--- src/rtl/rail_seq_pkg.sv ---
package rail_seq_pkg;
  localparam int NRAIL  = 4;
  localparam int DLY_W  = 5;
  localparam int CODE_W = 3;

  typedef logic [DLY_W-1:0]  dly_t;
  typedef logic [CODE_W-1:0] code_t;

  // Turn-on delay in half-millisecond ticks for one rail under one profile.
  function automatic dly_t rail_delay(input code_t code, input logic [1:0] rail);
    dly_t a, b, l1, l2;
    case (code)
      3'd0: begin a = 5'd2; b = 5'd2; l1 = 5'd2;  l2 = 5'd2;  end
      3'd1: begin a = 5'd2; b = 5'd3; l1 = 5'd4;  l2 = 5'd4;  end
      3'd2: begin a = 5'd3; b = 5'd4; l1 = 5'd6;  l2 = 5'd12; end
      3'd3: begin a = 5'd3; b = 5'd4; l1 = 5'd2;  l2 = 5'd2;  end
      3'd4: begin a = 5'd3; b = 5'd4; l1 = 5'd6;  l2 = 5'd12; end
      3'd5: begin a = 5'd3; b = 5'd3; l1 = 5'd4;  l2 = 5'd4;  end
      3'd6: begin a = 5'd6; b = 5'd4; l1 = 5'd2;  l2 = 5'd3;  end
      default: begin a = 5'd4; b = 5'd6; l1 = 5'd12; l2 = 5'd22; end
    endcase
    case (rail)
      2'd0:    return a;
      2'd1:    return b;
      2'd2:    return l1;
      default: return l2;
    endcase
  endfunction
endpackage

--- src/rtl/rs_regs.sv ---
module rs_regs
  import rail_seq_pkg::*;
#(
  parameter int          ADDR_W    = 8,
  parameter int          DATA_W    = 8,
  parameter logic [7:0]  CTRL_ADDR = 8'h07,
  parameter logic [7:0]  ENA_ADDR  = 8'h10
) (
  input  logic              clk,
  input  logic              rst_n,
  input  logic              wr,
  input  logic [ADDR_W-1:0] addr,
  input  logic [DATA_W-1:0] wdata,
  output logic [DATA_W-1:0] rdata,
  output code_t             profile,
  output logic [NRAIL-1:0]  rail_en
);
  localparam code_t PROFILE_RST = 3'b010;

  logic [2:0] mode_q;
  code_t      profile_q;
  logic [NRAIL-1:0] en_q;

  wire hit_ctrl = wr && (addr == ADDR_W'(CTRL_ADDR));
  wire hit_ena  = wr && (addr == ADDR_W'(ENA_ADDR));

  always_ff @(posedge clk) begin
    if (!rst_n) begin
      mode_q    <= '0;
      profile_q <= PROFILE_RST;
    end else if (hit_ctrl) begin
      mode_q    <= wdata[2:0];
      profile_q <= wdata[6:4];
    end
  end

  // Enable bits sit on the even data bits.
  for (genvar i = 0; i < NRAIL; i++) begin : g_en
    always_ff @(posedge clk) begin
      if (!rst_n)       en_q[i] <= 1'b1;
      else if (hit_ena) en_q[i] <= wdata[2*i];
    end
  end

  logic [DATA_W-1:0] ctrl_view, ena_view;
  always_comb begin
    ctrl_view      = '0;
    ctrl_view[2:0] = mode_q;
    ctrl_view[3]   = 1'b1;
    ctrl_view[6:4] = profile_q;
    ena_view       = '0;
    for (int i = 0; i < NRAIL; i++) ena_view[2*i] = en_q[i];
    ena_view[5]    = 1'b1;
  end

  always_comb begin
    if (addr == ADDR_W'(CTRL_ADDR))     rdata = ctrl_view;
    else if (addr == ADDR_W'(ENA_ADDR)) rdata = ena_view;
    else                                rdata = '0;
  end

  assign profile = profile_q;
  assign rail_en = en_q;

  // the profile field follows a control write on the next cycle.
  assert_profile_write_R2: assert property (@(posedge clk) disable iff (!rst_n)
    hit_ctrl |=> profile == $past(wdata[6:4]));
  // a write elsewhere leaves the enable bits untouched.
  assert_enable_hold_R3: assert property (@(posedge clk) disable iff (!rst_n)
    !hit_ena |=> $stable(rail_en));
endmodule

--- src/rtl/rs_timer.sv ---
module rs_timer
  import rail_seq_pkg::*;
#(
  parameter int CNT_W = DLY_W
) (
  input  logic             clk,
  input  logic             rst_n,
  input  logic             start,
  input  logic             tick,
  input  code_t            profile,
  output code_t            code_eff,
  output logic             step,
  output logic [CNT_W-1:0] cnt_next
);
  localparam logic [CNT_W-1:0] CNT_MAX = '1;

  logic             start_q;
  code_t            code_q;
  logic [CNT_W-1:0] cnt_q;

  wire rise = start && !start_q;
  assign step     = start && tick;
  assign code_eff = rise ? profile : code_q;
  assign cnt_next = (cnt_q == CNT_MAX) ? CNT_MAX : cnt_q + 1'b1;

  always_ff @(posedge clk) begin
    if (!rst_n) begin
      start_q <= 1'b0;
      code_q  <= '0;
      cnt_q   <= '0;
    end else begin
      start_q <= start;
      if (rise) code_q <= profile;
      if (!start)    cnt_q <= '0;
      else if (tick) cnt_q <= cnt_next;
    end
  end

  // idle clears the elapsed count.
  assert_idle_clear_R7: assert property (@(posedge clk) disable iff (!rst_n)
    !start |=> cnt_q == '0);
  // the captured code holds while a sequence runs.
  assert_code_hold_R8: assert property (@(posedge clk) disable iff (!rst_n)
    (start && start_q) |=> $stable(code_q));
  // the count never wraps.
  assert_no_overflow_R10: assert property (@(posedge clk) disable iff (!rst_n)
    (cnt_q == CNT_MAX && start) |=> cnt_q == CNT_MAX);
endmodule

--- src/rtl/rs_rails.sv ---
module rs_rails
  import rail_seq_pkg::*;
#(
  parameter int CNT_W = DLY_W
) (
  input  logic             clk,
  input  logic             rst_n,
  input  logic             start,
  input  logic             step,
  input  logic [CNT_W-1:0] cnt_next,
  input  code_t            code_eff,
  input  logic [NRAIL-1:0] rail_en,
  output logic [NRAIL-1:0] rail_on
);
  logic [NRAIL-1:0] rail_q;
  logic [NRAIL-1:0] due_hit;

  for (genvar i = 0; i < NRAIL; i++) begin : g_rail
    wire dly_t dly = rail_delay(code_eff, 2'(i));
    assign due_hit[i] = step && (CNT_W'(dly) <= cnt_next);

    always_ff @(posedge clk) begin
      if (!rst_n || !start || !rail_en[i]) rail_q[i] <= 1'b0;
      else if (due_hit[i])                 rail_q[i] <= 1'b1;
    end

    assign rail_on[i] = rail_q[i] && start && rail_en[i];

    // a rail flag rises only on a tick that reached its delay.
    assert_rise_on_due_R5: assert property (@(posedge clk) disable iff (!rst_n)
      $rose(rail_q[i]) |-> $past(due_hit[i]));
    // a set flag always had its enable bit on the cycle before.
    assert_needs_enable_R6: assert property (@(posedge clk) disable iff (!rst_n)
      rail_q[i] |-> $past(rail_en[i]));
  end
endmodule

--- src/rtl/rail_seq_top.sv ---
module rail_seq_top
  import rail_seq_pkg::*;
#(
  parameter int ADDR_W = 8,
  parameter int DATA_W = 8,
  parameter int CNT_W  = DLY_W
) (
  input  logic              clk,
  input  logic              rst_n,
  input  logic              reg_wr,
  input  logic [ADDR_W-1:0] reg_addr,
  input  logic [DATA_W-1:0] reg_wdata,
  output logic [DATA_W-1:0] reg_rdata,
  input  logic              seq_start,
  input  logic              tick,
  output logic [NRAIL-1:0]  rail_on
);
  code_t            profile, code_eff;
  logic [NRAIL-1:0] rail_en;
  logic             step;
  logic [CNT_W-1:0] cnt_next;

  rs_regs #(.ADDR_W(ADDR_W), .DATA_W(DATA_W)) u_regs (
    .clk(clk), .rst_n(rst_n), .wr(reg_wr), .addr(reg_addr),
    .wdata(reg_wdata), .rdata(reg_rdata), .profile(profile), .rail_en(rail_en)
  );

  rs_timer #(.CNT_W(CNT_W)) u_timer (
    .clk(clk), .rst_n(rst_n), .start(seq_start), .tick(tick),
    .profile(profile), .code_eff(code_eff), .step(step), .cnt_next(cnt_next)
  );

  rs_rails #(.CNT_W(CNT_W)) u_rails (
    .clk(clk), .rst_n(rst_n), .start(seq_start), .step(step),
    .cnt_next(cnt_next), .code_eff(code_eff), .rail_en(rail_en), .rail_on(rail_on)
  );

  // no rail is on while the start input is low.
  assert_idle_low_R7: assert property (@(posedge clk) disable iff (!rst_n)
    !seq_start |-> rail_on == '0);
endmodule

--- config.mk ---
export PLATFORM = sky130hd
export DESIGN_NAME = rail_seq_top
export DESIGN_NICKNAME = d
export VERILOG_FILES = /design/src/rtl/rail_seq_pkg.sv /design/src/rtl/rs_regs.sv /design/src/rtl/rs_timer.sv /design/src/rtl/rs_rails.sv /design/src/rtl/rail_seq_top.sv
export SDC_FILE = /design/constraint.sdc
export NUM_CORES = 1
export LEC_CHECK = 0
export ABC_AREA = 1
export BUFFER_PORTS_ARGS = -buffer_cell sky130_fd_sc_hd__buf_2
export CAP_MARGIN = 0
export CELL_PAD_IN_SITES_DETAIL_PLACEMENT = 0
export CELL_PAD_IN_SITES_GLOBAL_PLACEMENT = 1
export CORE_AREA = 2 2 68 70
export DETAILED_ROUTE_END_ITERATION = 8
export DIE_AREA = 0 0 70 72
export GPL_ROUTABILITY_DRIVEN = 1
export MAX_ROUTING_LAYER = met4
export PLACE_DENSITY_LB_ADDON = 0.2
export SLEW_MARGIN = 30
export SYNTH_ARGS = -nofsm -noshare
export SYNTH_HDL_FRONTEND = slang
export SYNTH_HIERARCHICAL = 1
export SYNTH_SLANG_ARGS = --single-unit
--- constraint.sdc ---
create_clock -name clk -period 3 [get_ports clk]
set_input_delay 0.3 -clock clk [delete_from_list [all_inputs] [get_ports clk]]
set_output_delay 0.3 -clock clk [all_outputs]
set_load 0.01 [all_outputs]
==> results of run 1 <==
through the flow:
stage                     cell area, um2  total power [W]   util
after floorplan                     1680         0.000461      -
after global placement              1880         0.000506  0.440
after detailed placement            1880         0.000509  0.440
after CTS                           1920         0.000701  0.451
after global routing                1920         0.000749  0.451
final                               1920         0.000692  0.451
power groups by stage:
| stage | combinational (W) | clock, W | sequential [W] |
|---|---|---|---|
| final | 0.000181 | 0.000193 | 0.000318 |
| after global routing | 0.000216 | 0.000214 | 0.000319 |
| after CTS | 0.000184 | 0.000199 | 0.000318 |
| after detailed placement | 0.000183 | 0 | 0.000325 |
| after global placement | 0.000181 | 0 | 0.000325 |
| after floorplan | 0.000137 | 0 | 0.000324 |
layout by cell type (no fill, tap or decap), types with 2 or more instances in the layout:
cell type  count
nor2_2         2
ha_1          15
inv_1         54
nor2_1        30
o21ai_1        3
nand2_2        4
dfxtp_1       23
nand4_1        8
a21oi_1        8
xnor2_1        2
o21ai_0       13
nor2_8         2
clkbuf_8       3
buf_2         29
nand3_1       18
inv_2          3
nand2_1       63
per-layer routing:
metal  global-route usage  vias to the layer above  share of wire
li1                     -                      869              -
met1                0.194                      686           0.49
met2                0.295                       25           0.48
met3               0.0167                        4          0.028
met4               0.0449                        0         0.0096
met5                    -                        -              0
registers in the layout (all words and copies together) (netlist names):
name             count
u_rails/rail_q       4
u_timer/start_q      1
u_regs/rail_en       4
u_timer/code_q       3
u_regs/mode_q        3
u_regs/profile       3
u_timer/cnt_q        5
Yosys cell counts (all sizes together):
cell | count | area (um2)
a21oi | 8 | 40.0
and2 | 1 | 6.26
buf | 3 | 16.3
conb | 1 | 3.75
dfxtp | 23 | 460
ha | 15 | 188
inv | 57 | 214
nand2 | 68 | 273
nand3 | 20 | 118
nand4 | 9 | 62.6
nor2 | 35 | 176
o211ai | 1 | 7.51
o21ai | 17 | 88.8
o21bai | 1 | 11.3
xnor2 | 2 | 17.5
cells by family after synthesis:
group | count (synthesis) | share of synthesized area
and+or+nand+nor | 133 | 0.378
DFF | 23 | 0.274
AOI/OAI and AO/OA | 27 | 0.0877
adders and majority gates | 15 | 0.112
buffers and inverters | 60 | 0.137
other | 1 | 0.00223
xor gates and xnor gates | 2 | 0.0104
critical path: cells and delay by family, from the launching register on:
| kind | cells | cell delay [ns] |
|---|---|---|
| adders and majority gates | 1 | 0.29 |
| xor gates and xnor gates | 1 | 0.29 |
| AOI/OAI and AO/OA | 2 | 0.33 |
| buffers and inverters | 2 | 0.20 |
| and+or+nand+nor | 10 | 0.81 |
| DFF | 1 | 0.30 |
how the worst max path moves through the flow:
| stage | end | slack (ns) | cells after the start |
|---|---|---|---|
| after floorplan | u_rails/rail_q[3] | 1.03 | 16 |
| after global placement | u_rails/rail_q[3] | 0.51 | 16 |
| after detailed placement | u_rails/rail_q[3] | 0.51 | 16 |
| after CTS | u_rails/rail_q[3] | 0.64 | 16 |
| after global routing | u_rails/rail_q[3] | 0.38 | 16 |
| final | u_rails/rail_q[3] | 0.68 | 16 |
final cells by class:
| type | count | area (um2) | share of cell area |
|---|---|---|---|
| Multi-Input combinational cell | 178 | 992 | 0.516 |
| Inverter | 57 | 214 | 0.111 |
| Tap cell | 52 | 65.1 | 0.0339 |
| Clock buffer | 4 | 45.0 | 0.0234 |
| Timing Repair Buffer | 29 | 145 | 0.0755 |
| Sequential cell | 23 | 460 | 0.240 |
==> impl_metrics.toml, run 1 <==
[detailed_routing]
totalWireLength_um = 3560
drt_iter0_markers = 48
ant_nets = 0
via_per_inst = 4.62
num_vias = 1584
drc = 0
wl_per_cell_um = 10.4
dr.pass1.iters = 6

[layout]
antenna_cells = 0
fill_cells = 465
fin_cells = 343
area_growth_pct = 14.2
nets = 328
final_layout_size_suffix_gt1_frac = 0.172

[clock_network]
cts.repair.resized = 0
cts_tree = "built"
post_cts_buffers = 0
ctsHoldBuffers = 0
clkTransAtPathRegs_ns = 0.08
htree_levels = 1
cts_inserted_buffers = 3
clockBufferDepth = 2
cts-root-buf = "clkbuf_8"
clock_sinks = 23
clk-insertion-delay-late_ns = 0.26

[timing]
fin_ws_ns = 0.679
fin_setup_tns_ns = 0
fin_crit_sh = 0.774
fmax_mhz = 431
setup_violations = 0
rsz0062_at_grt = "no"
hold_viol_final = 0
drv_slew = 0
fin_skew_ns = 0.00323
period_needed_ns = 2.32
whs_ns = 0.277

[pwr]
switching_share = 0.310
peakVddDrop_uv = 188
switchingPower_w = 0.000215
pwr-share-clk = 0.279
p_leak_nw = 1.07
pwr_density_cell_nw_per_um2 = 360
comb_power_share = 0.262
p_int_w = 0.000477
pwr-share-seq = 0.459

[synth]
synth.distinct_cells = 28
ys_ff_latch = 23
ys_warn_count = 6
synth-seq-area-share = 0.274
avgSynthCellArea_um2 = 6.45
synth_area_um2 = 1680
syn_nets = 297
synth_cells = 261

[worst_setup_path]
arrival_ns = 2.48
critPathMaxStageDelay_ns = 0.30
cpMostUsedCell = "nand2_1"
path_cells = "inv_1 > nand2_1 > o21ai_0 > inv_1 > xnor2_1 > nor2_2 > nor2_2 > nand2_1 > ha_1 > nand2_1 > nor2_1 > nand2_1 > nand3_1 > nand2_1 > nand2_1 > a21oi_1"
crit_type = "reg -> reg"
path_max_fanout = 6
reg2regPathDepth = 16
r2r_setup_slack_ns = 0.68
crit_start = "u_timer/start_q"
worstPathRequired_ns = 3.16
slowest_stage = "dfxtp_1"
reg2reg_to = "u_rails/rail_q[3]"
critical_path.startpoint_type = "flip-flop"
r2r-start = "u_timer/start_q"
endpoint_kind = "flip-flop"

[floorplanning]
io_pins = 33
coreArea_um2 = 4260
die_area_um2 = 5040
dieWidth_um = 70
fp-row-count = 24
initial_core_util = 0.395
die_h_um = 72

[grt]
grt_pass1_wl_um = 6610
gr-total-overflow = 0
grt_usage = 0.163
grt_pass1_vias = 1513
grt_max_degree = 14
antenna_found_initial = 0

[placed_design]
placed_cells = 339
port_buffers = 29
dp_slack_ns = 0.513
dp_hpwl_um = 2910
gp_congestion = 0.764

[worst_hold_path]
hp-start = "reg_wdata[4]"
min_delay_path_depth = 3
worstHoldPathType = "in -> reg"
hold_path_end = "u_regs/rail_en[2]"

[flow_run]
drv_cap = 0

[outcome]
outcome = "finished, final reports clean"
Power figures use the tool's default switching activity.
==> inputs of run 2 (changes only) <==
--- a/config.mk
+++ b/config.mk
@@ -10,9 +10,9 @@
 export CAP_MARGIN = 0
 export CELL_PAD_IN_SITES_DETAIL_PLACEMENT = 0
 export CELL_PAD_IN_SITES_GLOBAL_PLACEMENT = 1
-export CORE_AREA = 2 2 68 70
+export CORE_AREA = 2 2 70 72
 export DETAILED_ROUTE_END_ITERATION = 8
-export DIE_AREA = 0 0 70 72
+export DIE_AREA = 0 0 72 74
 export GPL_ROUTABILITY_DRIVEN = 1
 export MAX_ROUTING_LAYER = met4
 export PLACE_DENSITY_LB_ADDON = 0.2
==> constraint.sdc (replaced) <==
create_clock -name clk -period 2.18 [get_ports clk]
set_input_delay 0.218 -clock clk [delete_from_list [all_inputs] [get_ports clk]]
set_output_delay 0.218 -clock clk [all_outputs]
set_load 0.01 [all_outputs]
==> run 2 against run 1 <==
  * Clock power up 35%
  * Via count is 2.9% higher
  * Utilization rose by 0.32 points
  * Critical endpoint unchanged
  * Largest cell class unchanged
  * Largest power group unchanged
==> impl_metrics.toml, run 2 (synthesis gave the netlist of run 1 again) <==
[detailed_routing]
wl_per_cell_um = 10.3
ant_nets = 0
drc = 0
totalWireLength_um = 3670
num_vias = 1630
via_per_inst = 4.57
dr.pass1.iters = 4
drt_iter0_markers = 44

[worst_setup_path]
worstPathRequired_ns = 2.34
reg2regPathDepth = 16
r2r_setup_slack_ns = 0.14
path_max_fanout = 6
reg2reg_to = "u_rails/rail_q[3]"
endpoint_kind = "flip-flop"
cpMostUsedCell = "nand2_1"
critical_path.startpoint_type = "flip-flop"
crit_type = "reg -> reg"
path_cells = "inv_2 > nand2_4 > o21ai_2 > inv_2 > xnor2_2 > nor2_2 > nor2_2 > nand2_2 > ha_4 > nand2_4 > nor2_4 > nand2_1 > nand3_1 > nand2_1 > nand2_1 > a21oi_1"
slowest_stage = "dfxtp_2"
cp-endpoint = "u_rails/rail_q[3]"
arrival_ns = 2.19
crit_start = "u_timer/start_q"
critPathMaxStageDelay_ns = 0.32
r2r-start = "u_timer/start_q"

[floorplanning]
fp-row-count = 25
dieWidth_um = 72
io_pins = 33
coreArea_um2 = 4600
die_area_um2 = 5330
initial_core_util = 0.366
die_h_um = 74

[grt]
grt_usage = 0.153
gr-total-overflow = 0
grt_max_degree = 14
grt_pass1_wl_um = 6270
antenna_found_initial = 0
grt_pass1_vias = 1448

[layout]
area_growth_pct = 24.0
nets = 340
mostFrequentLayoutCells = "nand2_1, inv_1, buf_2, nor2_1, dfxtp_1"
fin_util = 0.454
regMostFlops = "u_timer/cnt_q"
final_common_cell = "nand2_1"
largest_reg_flops = 5
final_layout_size_suffix_gt1_frac = 0.261
fill_cells = 491
finish.instance_area_um2 = 2090
antenna_cells = 0

[clock_network]
ctsHoldBuffers = 0
cts_tree = "built"
cts-root-buf = "clkbuf_8"
clkTransAtPathRegs_ns = 0.08
cts_inserted_buffers = 3
clock_sinks = 23
clockBufferDepth = 2
htree_levels = 1
clk-insertion-delay-late_ns = 0.26

[placed_design]
port_buffers = 29
place_area_um2 = 1950
dp_hpwl_um = 2960
gp_congestion = 0.781

[timing]
period_needed_ns = 2.04
drv_slew = 0
fin_skew_ns = 0.00243
rsz0062_at_grt = "yes"
hold_viol_final = 0
fin_setup_tns_ns = 0
setup_violations = 0
fmax_mhz = 491
fin_crit_sh = 0.934

[pwr]
pwr_density_cell_nw_per_um2 = 494
switchingPower_w = 0.000322
pwr-share-clk = 0.253
comb_power_share = 0.322
p_int_w = 0.000708
p_leak_nw = 1.14
peakVddDrop_uv = 192
pwr-share-seq = 0.425
switching_share = 0.313

[flow_run]
drv_cap = 0

[worst_hold_path]
worstHoldPathType = "in -> reg"

[outcome]
outcome = "finished, final reports clean"
==> run 2: what timing repair did <==
action / 4_1_cts / 5_1_grt
endpoints found under the setup margin: 2 / 4
resized for setup: 1 / 24
pin swaps: 0 / 12
buffers inserted: 0 / 3
==> run 2: worst min-delay path by stage <==
stage / slack [ns] / start / end / cells past startpoint
floorplan: 0.36 / reg_wdata[0] / u_regs/rail_en[0] / 2
global placement: 0.43 / u_rails/rail_q[2] / u_rails/rail_q[2] / 2
detailed placement: 0.44 / u_rails/rail_q[2] / u_rails/rail_q[2] / 2
CTS: 0.20 / reg_wdata[6] / u_regs/rail_en[3] / 3
global route: 0.20 / reg_wdata[6] / u_regs/rail_en[3] / 3
finish: 0.21 / reg_wdata[6] / u_regs/rail_en[3] / 3
==> run 2: routing by layer <==
metal | global-route usage | wire, um | share of wire | vias to the layer above
met5 | - | 0 | 0 | -
met4 | 0.0440 | 24 | 0.0065 | 0
met3 | 0.0190 | 114 | 0.031 | 2
met2 | 0.263 | 1770 | 0.48 | 27
met1 | 0.188 | 1760 | 0.48 | 706
li1 | - | - | - | 895
==> run 2: power by group through the flow <==
stage	clock (W)	combinational, W	sequential, W
after CTS	0.000275	0.000276	0.000437
after global routing	0.000290	0.000380	0.000439
after floorplan	0	0.000189	0.000446
after global placement	0	0.000269	0.000447
after detailed placement	0	0.000272	0.000447
final	0.000261	0.000332	0.000438
==> run 2: final cells by class <==
type / count / area [um2] / area share
timing repair buffer: 41 / 235 / 0.113
inverter: 57 / 214 / 0.103
multi-input combinational: 178 / 1060 / 0.510
clock buffer: 4 / 45.0 / 0.0216
sequential: 23 / 462 / 0.221
tap: 54 / 67.6 / 0.0324
==> run 2: critical path: cells and delay by family (launching register included) <==
kind | cells | cell delay [ns]
and+or+nand+nor | 10 | 0.79
DFF | 1 | 0.32
adders and majority gates | 1 | 0.28
AOI/OAI and AO/OA | 2 | 0.22
xor gates and xnor gates | 1 | 0.20
buffers and inverters | 2 | 0.12
==> run 2: per-stage QoR <==
stage	hold WS, ns	total power, W	cells	worst slack [ns]
floorplan	0.359	0.000635	261	0.206
global placement	0.435	0.000716	350	0.0150
detailed placement	0.441	0.000719	350	0.000579
CTS	0.197	0.000988	354	0.0313
global route	0.202	0.00111	357	-0.0441
finish	0.210	0.00103	357	0.144
